$ cat src/rtl/tmrf_pkg.sv
package tmrf_pkg;
   parameter int unsigned RD_PORTS = 3;
   parameter int unsigned WR_PORTS = 2;
   parameter int unsigned BANKS    = 3;

   typedef enum logic [2:0] {
      ST_IDLE = 3'd0,
      ST_PH0  = 3'd1,
      ST_PH1  = 3'd2,
      ST_PH2  = 3'd3,
      ST_DONE = 3'd4
   } tmrf_state_e;
endpackage

$ cat src/rtl/tmrf_bank.sv
module tmrf_bank #(
   parameter int unsigned DW   = 32,
   parameter int unsigned ROWS = 16,
   localparam int unsigned RW  = (ROWS > 1) ? $clog2(ROWS) : 1
) (
   input  logic          clk,
   input  logic          rd_en_i,
   input  logic [RW-1:0] rd_row_i,
   output logic [DW-1:0] rd_data_o,
   input  logic          wr_en_i,
   input  logic [RW-1:0] wr_row_i,
   input  logic [DW-1:0] wr_data_i
);
   logic [DW-1:0] mem [ROWS];

   // read sees the contents before a write committed on the same edge
   assign rd_data_o = rd_en_i ? mem[rd_row_i] : '0;

   always_ff @(posedge clk) begin
      if (wr_en_i) mem[wr_row_i] <= wr_data_i;
   end
endmodule

$ cat src/rtl/tmrf_seq.sv
module tmrf_seq
   import tmrf_pkg::*;
(
   input  logic        clk,
   input  logic        rst_n,
   input  logic        start_i,
   output tmrf_state_e state_o,
   output logic        accept_o
);
   tmrf_state_e nxt;

   assign accept_o = start_i && (state_o == ST_IDLE || state_o == ST_DONE);

   always_comb begin
      unique case (state_o)
         ST_PH0:  nxt = ST_PH1;
         ST_PH1:  nxt = ST_PH2;
         ST_PH2:  nxt = ST_DONE;
         default: nxt = accept_o ? ST_PH0 : ST_IDLE;
      endcase
   end

   always_ff @(posedge clk or negedge rst_n) begin
      if (!rst_n) state_o <= ST_IDLE;
      else        state_o <= nxt;
   end
endmodule

$ cat src/rtl/tmrf_regfile.sv
module tmrf_regfile
   import tmrf_pkg::*;
#(
   parameter int unsigned DATA_W   = 32,
   parameter int unsigned NUM_REGS = 48,
   localparam int unsigned AW      = $clog2(NUM_REGS)
) (
   input  logic                         clk,
   input  logic                         rst_n,
   input  logic                         start_i,
   input  logic [RD_PORTS*AW-1:0]       rd_addr_i,
   input  logic [WR_PORTS-1:0]          wr_en_i,
   input  logic [WR_PORTS*AW-1:0]       wr_addr_i,
   input  logic [WR_PORTS*DATA_W-1:0]   wr_data_i,
   output logic                         done_o,
   output logic [RD_PORTS*DATA_W-1:0]   rd_data_o
);
   localparam int unsigned ROWS = NUM_REGS / BANKS;
   localparam int unsigned RW   = (ROWS > 1) ? $clog2(ROWS) : 1;

   generate
      if (NUM_REGS % BANKS != 0 || NUM_REGS < BANKS)
         $error("NUM_REGS must be a nonzero multiple of the bank count");
      if (DATA_W == 0)
         $error("DATA_W must be nonzero");
   endgenerate

   function automatic logic [1:0] bank_of(input logic [AW-1:0] a);
      logic [AW-1:0] m;
      m = a % AW'(BANKS);
      return m[1:0];
   endfunction

   function automatic logic [RW-1:0] row_of(input logic [AW-1:0] a);
      logic [AW-1:0] q;
      q = a / AW'(BANKS);
      return q[RW-1:0];
   endfunction

   tmrf_state_e state;
   logic        accept;
   logic        busy;

   tmrf_seq u_seq (
      .clk      (clk),
      .rst_n    (rst_n),
      .start_i  (start_i),
      .state_o  (state),
      .accept_o (accept)
   );

   // latched port inputs of the current target cycle
   logic [AW-1:0]     rd_addr_q [RD_PORTS];
   logic [AW-1:0]     wr_addr_q [WR_PORTS];
   logic [DATA_W-1:0] wr_data_q [WR_PORTS];
   logic [WR_PORTS-1:0] wr_en_q;

   always_ff @(posedge clk or negedge rst_n) begin
      if (!rst_n) begin
         wr_en_q <= '0;
         for (int p = 0; p < RD_PORTS; p++) rd_addr_q[p] <= '0;
         for (int p = 0; p < WR_PORTS; p++) begin
            wr_addr_q[p] <= '0;
            wr_data_q[p] <= '0;
         end
      end else if (accept) begin
         wr_en_q <= wr_en_i;
         for (int p = 0; p < RD_PORTS; p++) rd_addr_q[p] <= rd_addr_i[p*AW +: AW];
         for (int p = 0; p < WR_PORTS; p++) begin
            wr_addr_q[p] <= wr_addr_i[p*AW +: AW];
            wr_data_q[p] <= wr_data_i[p*DATA_W +: DATA_W];
         end
      end
   end

   // phase decode: read port k in busy phase k, write 0 in phase 2, write 1 in done cycle
   logic [1:0]        rd_idx;
   logic [AW-1:0]     rd_sel;
   logic              wr_act;
   logic [AW-1:0]     wr_sel;
   logic [DATA_W-1:0] wr_dsel;

   assign busy = (state == ST_PH0) || (state == ST_PH1) || (state == ST_PH2);

   always_comb begin
      rd_idx  = 2'd0;
      wr_act  = 1'b0;
      wr_sel  = wr_addr_q[0];
      wr_dsel = wr_data_q[0];
      case (state)
         ST_PH1: rd_idx = 2'd1;
         ST_PH2: begin
            rd_idx = 2'd2;
            wr_act = wr_en_q[0];
         end
         ST_DONE: begin
            wr_act  = wr_en_q[1];
            wr_sel  = wr_addr_q[1];
            wr_dsel = wr_data_q[1];
         end
         default: ;
      endcase
      rd_sel = rd_addr_q[rd_idx];
   end

   logic [BANKS-1:0]  bank_rd_en;
   logic [BANKS-1:0]  bank_wr_en;
   logic [DATA_W-1:0] bank_rdata [BANKS];

   generate
      for (genvar b = 0; b < BANKS; b++) begin : g_bank
         assign bank_rd_en[b] = busy   && (bank_of(rd_sel) == 2'(b));
         assign bank_wr_en[b] = wr_act && (bank_of(wr_sel) == 2'(b));

         tmrf_bank #(.DW(DATA_W), .ROWS(ROWS)) u_bank (
            .clk       (clk),
            .rd_en_i   (bank_rd_en[b]),
            .rd_row_i  (row_of(rd_sel)),
            .rd_data_o (bank_rdata[b]),
            .wr_en_i   (bank_wr_en[b]),
            .wr_row_i  (row_of(wr_sel)),
            .wr_data_i (wr_dsel)
         );
      end
   endgenerate

   // result registers, one per read port
   logic [DATA_W-1:0] res_q [RD_PORTS];

   always_ff @(posedge clk or negedge rst_n) begin
      if (!rst_n) begin
         for (int p = 0; p < RD_PORTS; p++) res_q[p] <= '0;
      end else begin
         for (int p = 0; p < RD_PORTS; p++)
            if (busy && rd_idx == 2'(p)) res_q[p] <= bank_rdata[bank_of(rd_sel)];
      end
   end

   generate
      for (genvar p = 0; p < RD_PORTS; p++) begin : g_out
         assign rd_data_o[p*DATA_W +: DATA_W] = res_q[p];
      end
   endgenerate

   assign done_o = (state == ST_DONE);
endmodule

$ cat config.mk
export PLATFORM = sky130hd
export DESIGN_NAME = tmrf_regfile
export DESIGN_NICKNAME = d
export VERILOG_FILES = /design/src/rtl/tmrf_pkg.sv /design/src/rtl/tmrf_bank.sv /design/src/rtl/tmrf_seq.sv /design/src/rtl/tmrf_regfile.sv
export SDC_FILE = /design/constraint.sdc
export NUM_CORES = 2
export LEC_CHECK = 0
export ABC_AREA = 1
export BUFFER_PORTS_ARGS = -buffer_cell sky130_fd_sc_hd__buf_2
export CAP_MARGIN = 20
export CORE_MARGIN = 3
export CORE_UTILIZATION = 60
export DETAILED_ROUTE_END_ITERATION = 12
export PLACE_DENSITY = 0.79
export SLEW_MARGIN = 10
export SYNTH_ARGS = -nofsm -noshare
export SYNTH_HDL_FRONTEND = slang
export SYNTH_HIERARCHICAL = 1
export SYNTH_SLANG_ARGS = --single-unit
$ cat constraint.sdc
create_clock -name clk -period 7.9 [get_ports clk]
set_input_delay 1.975 -clock clk [delete_from_list [all_inputs] [get_ports clk]]
set_output_delay 1.975 -clock clk [all_outputs]
set_load 0.005 [all_outputs]
==> key figures <==
Timing
  – RSZ-0062 raised after global routing: yes
  – Pins Over Slew Limit: 0
  – Fin crit period: 7.67 ns
  – Achievable Freq: 130 MHz
  – Final Hold Viols: 0
  – Tcrit/Tclk final: 0.971
  – Slew @ Worst Pin: 0.961 ns
  – Setup TNS: 0 ns
  – Clk_skew: 0.0328 ns
  – Setup-failing EPs final: 0
  – Slew HR: 0.359

Drt
  – Routed met3 length: 30,600 µm
  – First-pass DRT Iterations: 9
  – Wire length per cell: 22.9 µm
  – Total wire length: 213,000 µm
  – DRT iter0 DRCs: 8,717
  – Met2 WL: 96,100 µm
  – Post-route ant nets: 0
  – Vias: 54,800
  – M1 wire length: 73,700 µm
  – Via density per instance: 5.90
  – Max layer used: met5
  – DRC: 0

Critical path
  – Worst path slowest cell: dfrtp_1
  – CP Launch Type: register
  – Critical Path End Type: register
  – Largest stage delay, worst path: 0.54 ns
  – Most frequent CP cell: nand2_1
  – Reg-to-reg critical path startpoint: u_seq/state_o[1]
  – Req. time, crit path: 8.38 ns
  – R2R setup slack: 0.23 ns
  – Worst reg2reg path depth: 33
  – CP max FO: 25
  – CP arrival: 8.16 ns
  – Crit Reg-Reg Endpoint: g_bank[1].u_bank/mem[2][3]
  – Crit path kind: register to register

Final layout
  – Area delta synth->final: 12.6%
  – Commonest non-fill, non-tap cell in the layout: nand2_1
  – Share of layout cells above drive strength 1: 0.110
  – Fill count: 8,399
  – Most frequent cells in the layout: nand2_1, edfxtp_1, nand3_1, inv_1, dfrtp_1
  – Nets: 7,627
  – Layout Cells excl Fill: 9,290

Floorplan
  – Starting Density: 0.605
  – Die H: 360 µm
  – Core ar.: 124,000 µm²
  – Row cnt: 129
  – # IOs: 196
  – Die footprint: 129,000 µm²
  – Die extent in x: 360 µm

Worst hold path
  – Worst Hold Class: register to register
  – HP Start: rd_data_o[61]
  – Hold-critical path depth: 2
  – WHS Endpoint: rd_data_o[61]

GRT
  – Initial antenna violation count: 10
  – Largest net degree at the start of global routing: 159
  – Remaining global-route overflow: 0
  – First-pass GRT wire length: 317,000 µm
  – Vias in the first global route: 53,400
  – GRT Total Usage: 0.323

Clock tree
  – Maximum root-to-sink buffer count: 3
  – TritonCTS Buffers: 169
  – CTS Sinks: 1,731
  – H-tree Lvls: 4
  – Number of hold buffers added after cts: 0
  – TritonCTS clock tree: yes
  – Clk_lat worst skew: 0.82 ns
  – Worst-path clk slew: 0.06 ns
  – CTS root buf: clkbuf_16

Synth
  – Synth Register Bits: 1,731
  – Post-synthesis net count: 7,426
  – Synth Warn #: 6
  – Mapped Cells: 7,314
  – Post-synthesis sequential area ratio: 0.680
  – Synthesized area: 75,100 µm²
  – Synthesized area per cell: 10.3 µm²
  – Post-synth cell types: 41

Placed design
  – Final HPWL DP: 118,000 µm
  – GPL Wtd Cong: 0.911
  – IO buf count: 195
  – Dpl cells: 8,923

Flow run
  – Max-cap viol count: 0

Outcome
  – Outcome: complete, no violations
registers in the layout (all words and copies together), names as in the netlist:
register	flops
g_bank.u_bank/mem	1536
rd_addr_q	18
rd_data_o	96
u_seq/state_o	3
wr_addr_q	12
wr_data_q	64
wr_en_q	2
how the worst max path moves through the flow:
stage	start	to	slack, ns
finish	u_seq/state_o[1]	g_bank[1].u_bank/mem[2][3]	0.23
global route	u_seq/state_o[1]	g_bank[1].u_bank/mem[2][0]	-0.08
CTS	u_seq/state_o[1]	g_bank[1].u_bank/mem[11][16]	0.38
detailed placement	u_seq/state_o[1]	g_bank[1].u_bank/mem[7][21]	0.44
global placement	u_seq/state_o[1]	g_bank[1].u_bank/mem[11][13]	0.47
floorplan	u_seq/state_o[0]	g_bank[0].u_bank/mem[12][0]	1.02
critical path, delay by kind of cell, from the launching register on:
| kind | cells | cell delay [ns] |
|---|---|---|
| compound gates | 2 | 0.41 |
| xor+xnor | 2 | 0.57 |
| fa+ha+maj | 4 | 0.88 |
| buf+inv | 6 | 1.07 |
| flops | 1 | 0.54 |
| simple gates | 19 | 3.82 |
layer usage:
metal | vias up | global-route usage
met5 | - | 0
met1 | 25800 | 0.422
met2 | 4046 | 0.496
met4 | 6 | 0.173
li1 | 24200 | -
met3 | 727 | 0.0906
synth_stat cells:
cell type / instances / area, µm²
nand2_1: 2847 / 10700
edfxtp_1: 1536 / 46100
nand3_1: 1082 / 5420
inv_1: 867 / 3250
dfrtp_1: 195 / 4880
buf_2: 159 / 796
a21oi_1: 97 / 485
clkbuf_1: 97 / 364
o21ai_0: 91 / 455
nor2_1: 70 / 263
buf_1: 61 / 229
buf_6: 48 / 541
mux2_2: 45 / 507
nand2_2: 16 / 100
ha_1: 13 / 163
buf_4: 11 / 82.6
inv_2: 11 / 41.3
buf_12: 9 / 180
nand3b_1: 7 / 52.6
nand3_2: 6 / 60.1
nand4_1: 6 / 37.5
nor3_1: 4 / 20.0
o21ai_1: 4 / 20.0
buf_8: 3 / 45.0
inv_6: 3 / 26.3
nor2_4: 3 / 33.8
o21a_1: 3 / 22.5
a22oi_1: 2 / 15.0
clkinv_1: 2 / 7.51
nand2_4: 2 / 22.5
nor2_2: 2 / 12.5
o21ai_2: 2 / 17.5
xor2_1: 2 / 17.5
nand3_4: 1 / 17.5
nor2_8: 1 / 20.0
nor4_1: 1 / 6.26
o211ai_1: 1 / 7.51
o21bai_1: 1 / 7.51
o22ai_1: 1 / 6.26
or2_2: 1 / 6.26
xnor2_1: 1 / 8.76
repair_timing:
item,CTS,global route
resized for setup,0,17
buffers inserted,0,57
hold endpoints to repair,0,0
setup endpoints to repair,0,1010
cell families (layout without fill, tap and decap cells):
group	after synthesis	in the layout	share of synthesized area
AND/OR/NAND/NOR	4049	4049	0.223
flip-flops	1731	1731	0.680
other	0	2	0
multiplexers	45	45	0.00675
XOR/XNOR	3	3	0.000350
buffers and inverters	1271	1608	0.0742
AO/OA/AOI/OAI	202	202	0.0138
adder cells (fa/ha/maj)	13	13	0.00217
final cells by class:
class | count | area, µm² | share of cell area
Antenna cell | 2 | 5.00 | 0.0000592
Clock buffer | 214 | 4570 | 0.0540
Clock inverter | 93 | 907 | 0.0107
Inverter | 883 | 3350 | 0.0396
Multi-Input combinational cell | 4312 | 19300 | 0.228
Sequential cell | 1731 | 51000 | 0.604
Tap cell | 1637 | 2050 | 0.0242
Timing Repair Buffer | 418 | 3340 | 0.0395
through the flow:
stage          hold WS [ns]  instance area, µm²  worst slack (ns)   util
2_1_floorplan         0.425               75100              1.02      -
3_3_place_gp          0.460               78400             0.469  0.633
3_5_place_dp          0.460               78400             0.435  0.633
4_1_cts               0.477               83900             0.377  0.677
5_1_grt               0.491               84500           -0.0825  0.681
6_report              0.476               84500             0.227  0.682
Power is not shown: default switching activity piles up to over one toggle a cycle in this logic, so the estimate is an artifact.
